File: config.mk
export PLATFORM = sky130hd
export DESIGN_NAME = pinbank_ctrl
export DESIGN_NICKNAME = d
export VERILOG_FILES = /design/src/rtl/pinbank_pkg.sv /design/src/rtl/pinbank_sync.sv /design/src/rtl/pinbank_irq.sv /design/src/rtl/pinbank_ctrl.sv
export SDC_FILE = /design/constraint.sdc
export NUM_CORES = 2
export LEC_CHECK = 0
export BUFFER_PORTS_ARGS = -buffer_cell sky130_fd_sc_hd__buf_4
export CAP_MARGIN = 40
export CORE_MARGIN = 2
export CORE_UTILIZATION = 44
export DETAILED_ROUTE_END_ITERATION = 12
export SLEW_MARGIN = 5
export SYNTH_ARGS = -nofsm -noshare
export SYNTH_HDL_FRONTEND = slang
export SYNTH_SLANG_ARGS = --single-unit
File: constraint.sdc
create_clock -name clk -period 3.5 [get_ports clk]
set_input_delay 0.7 -clock clk [delete_from_list [all_inputs] [get_ports clk]]
set_output_delay 0.7 -clock clk [all_outputs]
set_load 0.005 [all_outputs]
File: src/rtl/pinbank_pkg.sv
package pinbank_pkg;

  localparam int WORD_W   = 32;
  localparam int MAX_BITS = 256;

  typedef enum logic [2:0] {
    RG_ENA  = 3'd0,
    RG_OUT  = 3'd1,
    RG_DIR  = 3'd2,
    RG_LVL  = 3'd3,
    RG_MSK  = 3'd4,
    RG_PND  = 3'd5,
    RG_EDG  = 3'd6,
    RG_NONE = 3'd7
  } reg_sel_e;

  function automatic int bank_count(input int npins);
    return (npins + WORD_W - 1) / WORD_W;
  endfunction

  // register bit position -> logical pin, -1 when the bit carries no pin
  function automatic int bit_to_pin(input int b, input int remap, input int npins);
    int p;
    if (remap == 0)   p = b;
    else if (b <= 3)  p = 101 - b;
    else if (b <= 31) p = b - 4;
    else if (b <= 95) p = b + 2;
    else              p = -1;
    if (p >= npins || b >= bank_count(npins) * WORD_W) p = -1;
    return p;
  endfunction

  // logical pin -> register bit position, -1 when the pin has no bit
  function automatic int pin_to_bit(input int p, input int remap, input int npins);
    int b;
    if (remap == 0)    b = p;
    else if (p <= 27)  b = p + 4;
    else if (p <= 33)  b = -1;
    else if (p <= 97)  b = p - 2;
    else if (p <= 101) b = 101 - p;
    else               b = -1;
    if (p >= npins || b >= bank_count(npins) * WORD_W) b = -1;
    return b;
  endfunction

  function automatic logic [MAX_BITS-1:0] map_mask(input int remap, input int npins);
    logic [MAX_BITS-1:0] m;
    m = '0;
    for (int b = 0; b < MAX_BITS; b++) m[b] = (bit_to_pin(b, remap, npins) >= 0);
    return m;
  endfunction

  function automatic logic [MAX_BITS-1:0] pin_mask(input int npins);
    logic [MAX_BITS-1:0] m;
    m = '0;
    for (int b = 0; b < MAX_BITS; b++) m[b] = (b < npins);
    return m;
  endfunction

endpackage

File: src/rtl/pinbank_sync.sv
module pinbank_sync #(
  parameter int N = 102
) (
  input  logic         clk,
  input  logic         rst_n,
  input  logic [N-1:0] pin_in,
  output logic [N-1:0] lvl,
  output logic [N-1:0] rise,
  output logic [N-1:0] fall
);
  logic [N-1:0] s1_q, s2_q, prev_q;

  always_ff @(posedge clk or negedge rst_n) begin
    if (!rst_n) begin
      s1_q   <= '0;
      s2_q   <= '0;
      prev_q <= '0;
    end else begin
      s1_q   <= pin_in;
      s2_q   <= s1_q;
      prev_q <= s2_q;
    end
  end

  assign lvl  = s2_q;
  assign rise = s2_q & ~prev_q;
  assign fall = ~s2_q & prev_q;
endmodule

File: src/rtl/pinbank_irq.sv
module pinbank_irq #(
  parameter int NBITS = 128
) (
  input  logic             clk,
  input  logic             rst_n,
  input  logic [NBITS-1:0] hit,
  input  logic [NBITS-1:0] keep,
  output logic [NBITS-1:0] pend,
  output logic             irq
);
  always_ff @(posedge clk or negedge rst_n) begin
    if (!rst_n) begin
      pend <= '0;
      irq  <= 1'b0;
    end else begin
      pend <= (pend & keep) | hit;
      irq  <= |pend;
    end
  end
endmodule

File: src/rtl/pinbank_ctrl.sv
module pinbank_ctrl
  import pinbank_pkg::*;
#(
  parameter int NUM_PINS   = 102,
  parameter int HAS_ENABLE = 1,
  parameter int HAS_EDGE   = 1,
  parameter int REMAP      = 0
) (
  input  logic                clk,
  input  logic                rst_n,
  input  logic                bus_we,
  input  logic [7:0]          bus_addr,
  input  logic [31:0]         bus_wdata,
  output logic [31:0]         bus_rdata,
  input  logic [NUM_PINS-1:0] pin_in,
  output logic [NUM_PINS-1:0] pin_out,
  output logic [NUM_PINS-1:0] pin_oe,
  output logic                irq_out
);
  localparam int BANKS = bank_count(NUM_PINS);
  localparam int NBITS = BANKS * WORD_W;
  localparam int IDX_W = $clog2(NBITS);
  localparam logic [MAX_BITS-1:0] MAP_ALL = map_mask(REMAP, NUM_PINS);
  localparam logic [MAX_BITS-1:0] PIN_ALL = pin_mask(NUM_PINS);
  localparam logic [NBITS-1:0] MAP_MASK = MAP_ALL[NBITS-1:0];
  localparam logic [NBITS-1:0] PIN_MASK = PIN_ALL[NBITS-1:0];

  reg_sel_e         sel;
  logic [2:0]       bank_idx;
  logic             bank_ok;
  logic [IDX_W-1:0] word_base;
  logic             wr_ok;
  logic             pnd_wr_evt;

  logic [NBITS-1:0] en_q, out_q, dir_q, msk_q, edg_q;
  logic [NBITS-1:0] lvl_bits, rise_bits, fall_bits, enp_bits;
  logic [NBITS-1:0] trig_bits, hit_bits, pend_bits, pnd_keep;
  logic [NUM_PINS-1:0] sync_lvl, sync_rise, sync_fall;

  assign sel        = reg_sel_e'(bus_addr[7:5]);
  assign bank_idx   = bus_addr[4:2];
  assign bank_ok    = int'(bank_idx) < BANKS;
  assign word_base  = IDX_W'({bank_idx, 5'b00000});
  assign wr_ok      = bus_we && bank_ok;
  assign pnd_wr_evt = wr_ok && (sel == RG_PND);

  // configuration registers
  always_ff @(posedge clk or negedge rst_n) begin
    if (!rst_n) begin
      en_q  <= '0;
      out_q <= '0;
      dir_q <= MAP_MASK;
      msk_q <= MAP_MASK;
      edg_q <= '0;
    end else if (wr_ok) begin
      case (sel)
        RG_ENA: if (HAS_ENABLE != 0)
                  en_q[word_base +: 32] <= bus_wdata & PIN_MASK[word_base +: 32];
        RG_OUT: out_q[word_base +: 32] <= bus_wdata & MAP_MASK[word_base +: 32];
        RG_DIR: dir_q[word_base +: 32] <= bus_wdata & MAP_MASK[word_base +: 32];
        RG_MSK: msk_q[word_base +: 32] <= bus_wdata & MAP_MASK[word_base +: 32];
        RG_EDG: if (HAS_EDGE != 0)
                  edg_q[word_base +: 32] <= bus_wdata & MAP_MASK[word_base +: 32];
        default: ;
      endcase
    end
  end

  // read path
  always_comb begin
    bus_rdata = '0;
    if (bank_ok) begin
      case (sel)
        RG_ENA:  bus_rdata = en_q[word_base +: 32];
        RG_OUT:  bus_rdata = out_q[word_base +: 32];
        RG_DIR:  bus_rdata = dir_q[word_base +: 32];
        RG_LVL:  bus_rdata = lvl_bits[word_base +: 32];
        RG_MSK:  bus_rdata = msk_q[word_base +: 32];
        RG_PND:  bus_rdata = pend_bits[word_base +: 32];
        RG_EDG:  bus_rdata = edg_q[word_base +: 32];
        default: bus_rdata = '0;
      endcase
    end
  end

  // write-zero-to-clear mask for the status word
  always_comb begin
    pnd_keep = '1;
    if (pnd_wr_evt) pnd_keep[word_base +: 32] = bus_wdata;
  end

  pinbank_sync #(.N(NUM_PINS)) u_sync (
    .clk    (clk),
    .rst_n  (rst_n),
    .pin_in (pin_in),
    .lvl    (sync_lvl),
    .rise   (sync_rise),
    .fall   (sync_fall)
  );

  // logical pin -> pad outputs
  for (genvar p = 0; p < NUM_PINS; p++) begin : g_pin
    localparam int B = pin_to_bit(p, REMAP, NUM_PINS);
    if (B >= 0) begin : g_map
      logic pin_en;
      if (HAS_ENABLE != 0) begin : g_en
        assign pin_en = en_q[p];
      end else begin : g_noen
        assign pin_en = 1'b1;
      end
      assign pin_out[p] = out_q[B];
      assign pin_oe[p]  = ~dir_q[B] & pin_en;
    end else begin : g_none
      assign pin_out[p] = 1'b0;
      assign pin_oe[p]  = 1'b0;
    end
  end

  // register bit -> pin events
  for (genvar b = 0; b < NBITS; b++) begin : g_bit
    localparam int LP = bit_to_pin(b, REMAP, NUM_PINS);
    if (LP >= 0) begin : g_map
      assign lvl_bits[b]  = sync_lvl[LP];
      assign rise_bits[b] = sync_rise[LP];
      assign fall_bits[b] = sync_fall[LP];
      if (HAS_ENABLE != 0) begin : g_en
        assign enp_bits[b] = en_q[LP];
      end else begin : g_noen
        assign enp_bits[b] = 1'b1;
      end
    end else begin : g_none
      assign lvl_bits[b]  = 1'b0;
      assign rise_bits[b] = 1'b0;
      assign fall_bits[b] = 1'b0;
      assign enp_bits[b]  = 1'b0;
    end
  end

  if (HAS_EDGE != 0) begin : g_edge
    assign trig_bits = (edg_q & rise_bits) | (~edg_q & fall_bits);
  end else begin : g_level
    assign trig_bits = lvl_bits;
  end

  assign hit_bits = trig_bits & enp_bits & ~msk_q;

  pinbank_irq #(.NBITS(NBITS)) u_irq (
    .clk   (clk),
    .rst_n (rst_n),
    .hit   (hit_bits),
    .keep  (pnd_keep),
    .pend  (pend_bits),
    .irq   (irq_out)
  );
endmodule

### Yosys cells after proc, flatten, opt, wreduce, memory -nomap -nowiden

Index checks and enable logic that the tools add are counted.

| cells by class | value |
|---|---|
| muxes and demuxes | 8 |
| $add $sub $neg | 1 |
| $lt $le $gt $ge | 1 |
| bitwise gates (word level) | 220 |
| shift-type cells | 11 |
| equal/unequal tests | 6 |
| reduce and logical (&&, ||, !) cells | 9 |

Operators with widths:

| cell | count |
|---|---|
| 128-bit by 8-bit variable part select with 32-bit output | 7 |
| 128-bit bitwise mux | 5 |
| 128-bit by 102-bit AND with 128-bit output | 3 |
| 128-bit inverter | 3 |
| 128-bit OR | 3 |
| 128-bit AND | 2 |
| 32-bit by 9-bit variable part select with 128-bit output | 2 |
| 32-bit case mux with 7 select lines | 1 |
| 102-bit AND | 2 |
| 102-bit inverter | 2 |
| 128-bit 2-to-1 mux | 1 |
| 128-bit OR reduction | 1 |
| 32-bit by 9-bit variable shift with 128-bit output, first input constant | 1 |
| 128-bit by 8-bit variable part select with 32-bit output, first input constant | 1 |
| 1-bit AND | 102 |
| 1-bit inverter | 102 |
| 32-bit AND | 1 |
| 32-bit 2-to-1 mux | 1 |
| 2-bit AND reduction | 5 |
| 3-bit equality test, second input constant | 3 |
| 7-bit negator with 9-bit output | 1 |
| 3-bit by 2-bit equality test with 1-bit output, second input constant | 2 |
| 3-bit by 1-bit equality test with 1-bit output, second input constant | 1 |
| 3-bit logical NOT | 1 |
| 2 further kinds | 3 |

| word-level totals | value |
|---|---|
| bits in registers | 1,075 |
| word-level logic and storage cells | 266 |
| bits of input ports | 145 |
| output and inout port bits | 237 |

### Logic depth before layout (Yosys ltp)

| logic depth | value |
|---|---|
| depth in word-level cells | 7 |
| mapped depth | 14 |

### Modules after synthesis

A second synthesis with hierarchy kept.

| second synthesis, totals | value |
|---|---|
| cells, all modules | 4,601 |
| area, all modules | 49,241.0 µm² |

By module, submodules not included:

| module | area an instance (µm²) | cells each | times used | sequential area each (µm²) |
|---|---|---|---|---|
| pinbank_ctrl | 35,333.9 | 3,791 | 1 | 16,270.6 |
| pinbank_sync | 9,444.1 | 510 | 1 | 7,657.3 |
| pinbank_irq | 4,463.0 | 300 | 1 | 3,228.1 |

### Worst setup path after synthesis

No wires, ideal clock.

| timing | value |
|---|---|
| kind | in2reg |
| from | input port bus_addr[2] |
| to | register dir_q[14] |
| arrival time | 3,186 ps |
| path slack | 253 ps |
| setup time | 62 ps |
| buffers on the path | 7 |
| stages | 14 |
| cells stage by stage | buf_2 inv_1 clkbuf_1 clkbuf_1 ha_1 nor2_1 and2_1 buf_2 nor2b_1 buf_4 and2_1 buf_4 buf_4 a22o_1 |

| between the ends | value |
|---|---|
| longest elaborated chain between the ends | 4 |
| elaborated cells between the ends (all ways) | 9 |
| classes of those cells | add/sub (1); order compare (1); shift (3); mux (1); bitwise (1); reduce/logical (2) |

Ends and longest elaborated chain:

| element | line | text |
|---|---|---|
| from (decl) | pinbank_ctrl.sv:12 | `input logic [7:0] bus_addr,` |
| 128-bit by 8-bit variable part select with 32-bit output | pinbank_ctrl.sv:60 | `RG_DIR: dir_q[word_base +: 32] <= bus_wdata & MAP_MASK[word_base +: 32];` |
| 32-bit AND | pinbank_ctrl.sv:60 |  |
| 32-bit by 9-bit variable part select with 128-bit output | pinbank_ctrl.sv:60 |  |
| 128-bit bitwise mux | pinbank_ctrl.sv:60 |  |
| to (signal, indexed assignment) | pinbank_ctrl.sv:60 |  |
| to (decl) | pinbank_ctrl.sv:35 | `logic [NBITS-1:0] en_q, out_q, dir_q, msk_q, edg_q;` |

Several ways; a longest one is shown, not always the timed one.
A chain may end at the register's enable or synchronous reset.

### Final worst setup path

| timing | value |
|---|---|
| from | input port bus_addr[5] |
| to | output port bus_rdata[12] |

| between the ends | value |
|---|---|
| longest elaborated chain between the ends | 3 |
| elaborated cells between the ends (all ways) | 9 |
| classes of those cells | eq/ne (6); mux (2); reduce/logical (1) |

Ends and longest elaborated chain:

| element | line | text |
|---|---|---|
| 3-bit equality test (tied with other cells) | pinbank_ctrl.sv:73 | `case (sel)` |
| 32-bit case mux with 7 select lines * | pinbank_ctrl.sv:73 |  |
| 32-bit 2-to-1 mux * | pinbank_ctrl.sv:72 | `if (bank_ok) begin` |
| to (decl) | pinbank_ctrl.sv:14 | `output logic [31:0] bus_rdata,` |

Every way passes the cells marked *; elsewhere a longest branch is shown, timed or not.

==> impl_metrics.tcl <==
set metrics [dict create \
    fp-row-count 120 \
    crit_type "input pin to primary output" \
    r2r-end "u_irq.irq" \
    timing.final.crit_period_ps 3480 \
    rsz0062_at_grt "true" \
    syn-mean-instance-area_um2 10.3 \
    status "completed" \
    h-tree-depth 3 \
    ys_seq_area_frac 0.575 \
    finalCritPeriodShare 0.994 \
    layout_commonest_cell "dfrtp_1" \
    final_cells 6511 \
    synth_cells 4594 \
    critPathCaptureType "primary output" \
    gp_congestion 0.951 \
    wl_per_cell_um 29.0 \
    placed_cell_area_um2 52900 \
    synthFlopType "dfrtp_1" \
    pre_cts_slack_ps -408 \
    yosys.area.top_type "dfrtp_1" \
    whs_path_depth 1 \
    slew_violations 0 \
    ys_seq_elements 1075 \
    hold_end "u_sync.s1_q[12]" \
    drt_pass1_iterations 6 \
    setup_viol 0 \
    grt_max_degree 121 \
    route.detailed.drc 0 \
    reg2reg_from "u_irq.pend[21]" \
    core_um2 107000 \
    ant_nets 0 \
    layout.nets 5149 \
    rr_worst_depth 4 \
    clk_pin_slew_ps 60 \
    die_w_um 332 \
    netlist_top_cells_area "dfrtp_1, dfstp_2, o21ai_0" \
    powerDensity_nw_per_um2 525 \
    syn2layout_area_growth_pct 21.3 \
    clkLatencyLatePin_ps 730 \
    die_height_um 332 \
    required_ps 2800 \
    placedCellCount 6276 \
    finalWirelength_um 189000 \
    hold_viol 0 \
    grt_pass1_vias 37000 \
    final.setup.worst_slack_ps 21.9 \
    p_leak_nw 25.4 \
    final_cell_area_um2 57300 \
    routed_via_density 5.93 \
    fin_tns_setup_ps 0 \
    cts_buffers 115 \
    synth_top_area_share 0.462 \
    place_hpwl_um 134000 \
    fin_skew_ps 27.4 \
    drt_iter0_markers 4746 \
    ys_warn_count 0 \
    nFillCells 9492 \
    min_from "pin_in[12]" \
    cp-startpoint "bus_addr[5]" \
    io_pins 382 \
    root_buffer "clkbuf_16" \
    start_util 0.442 \
    hold_path.class "input pin to flop" \
    vias 38600 \
    cts_sinks 1075 \
    critPathMaxFanout 19 \
    vdd_drop_max_mv 0.406 \
    dieArea_um2 110000 \
    r2r_slack_ps 720 \
    cts_buffer_depth 3 \
    synth_edf_count 0 \
    cp.arrival_ps 2780 \
    mostFrequentLayoutCells "dfrtp_1, nand2_1, o21ai_0" \
    worstMarginPinSlew_ps 806 \
    ys_types 68 \
    fmax_mhz 288 \
    start_kind "input pin" \
    gr-total-overflow 0 \
    drive_above_1_share 0.255 \
    io_buffers 379 \
    cts_tree "built" \
    drv_cap 0 \
    max-slew-margin-rel 0.458 \
    synth_fp_nets 4743 \
    grt.total_usage 0.339 \
    antenna_found_initial 9 \
    async_reset_ff_frac 1.00 \
    synthesis.area_um2 47200 \
    grt_pass1_wl_um 271000 \
]
-- state kept, by name, indices dropped and copies added (netlist names) --
| signal | cells |
|---|---|
| dir_q | 128 |
| edg_q | 128 |
| en_q | 128 |
| msk_q | 128 |
| out_q | 128 |
| u_irq.pend | 128 |
| u_sync.lvl | 102 |
| u_sync.prev_q | 102 |
| u_sync.s1_q | 102 |
| u_irq.irq | 1 |
-- routing by layer --
| layer | global-route usage | up-vias | part of all wire |
|---|---|---|---|
| met1 | 0.498 | 19400 | 0.43 |
| li1 | - | 16700 | - |
| met4 | 0.117 | 10 | 0.036 |
| met2 | 0.464 | 2120 | 0.41 |
| met3 | 0.116 | 349 | 0.12 |
| met5 | 0 | - | 0.00037 |
-- cells by family after synthesis --
logic type / Yosys count / share of synthesized area
DFF: 1075 / 0.575
buffers and inverters: 521 / 0.0566
AOI/OAI and AO/OA: 1327 / 0.168
adders and majority gates: 4 / 0.00106
and+or+nand+nor: 1473 / 0.147
muxes: 194 / 0.0523
-- through the flow --
stage | utilization | total power, mW | hold WS [ps]
CTS | 0.535 | 30.0 | 45.8
floorplan | - | 15.1 | 331
global route | 0.536 | 30.9 | 68.2
detailed placement | 0.496 | 17.0 | 335
global placement | 0.496 | 17.0 | 332
finish | 0.537 | 30.0 | 77.2
-- Yosys cell counts, drive strengths merged (13+ instances only) --
cell     count
buf        229
nor2       123
o211ai      44
nor2b      142
clkbuf     179
a221oi      51
a221o       13
mux2i       60
dfrtp      871
o221ai      22
a22oi      130
dfstp      204
nand2      855
nor4        34
nand3       32
nand4       13
nand3b     101
and2       129
a22o        56
o2bb2ai     14
o21ai      720
mux2       102
mux4        32
inv        113
a211oi      16
a21oi      211
nor3        14
-- power by group --
group,switching (mW),internal [mW]
sequential,0.865,13.1
clock,5.42,7.67
combinational,1.77,1.18
-- critical path, stage by stage --
cell      delay, ps
buf_8           170
buf_12          210
nor2b_4         240
buf_12          160
buf_4           130
a22oi_1         100
o211ai_1        370
a21oi_1         140
nor3_1          190
buf_4           190
buf_4           120
-- worst max path at each step --
stage	to	slack, ps	cells after the start
2_1_floorplan	dir_q[14]	250	14
3_3_place_gp	bus_rdata[24]	-420	9
3_5_place_dp	bus_rdata[24]	-410	9
4_1_cts	bus_rdata[24]	-10	11
5_1_grt	bus_rdata[24]	-20	10
6_report	bus_rdata[12]	20	11
-- layout make-up --
cell class | count | area (µm²) | share of cell area
sequential | 1075 | 27200 | 0.474
antenna | 5 | 12.5 | 0.000218
inverter | 113 | 424 | 0.00741
timing repair buffer | 697 | 6300 | 0.110
tap | 1403 | 1760 | 0.0306
multi-input combinational | 2998 | 17600 | 0.307
clock inverter | 64 | 811 | 0.0142
clock buffer | 156 | 3260 | 0.0570
-- timing repair --
| item | in CTS | in global routing |
|---|---|---|
| setup buffers | 0 | 9 |
| hold endpoints to repair | 25 | 0 |
| hold buffers | 1 | 0 |
| resized for setup | 12 | 21 |
| setup endpoints to repair | 9 | 13 |
| pin swaps | 2 | 5 |
Note: power is estimated with default switching activity, not from simulation.
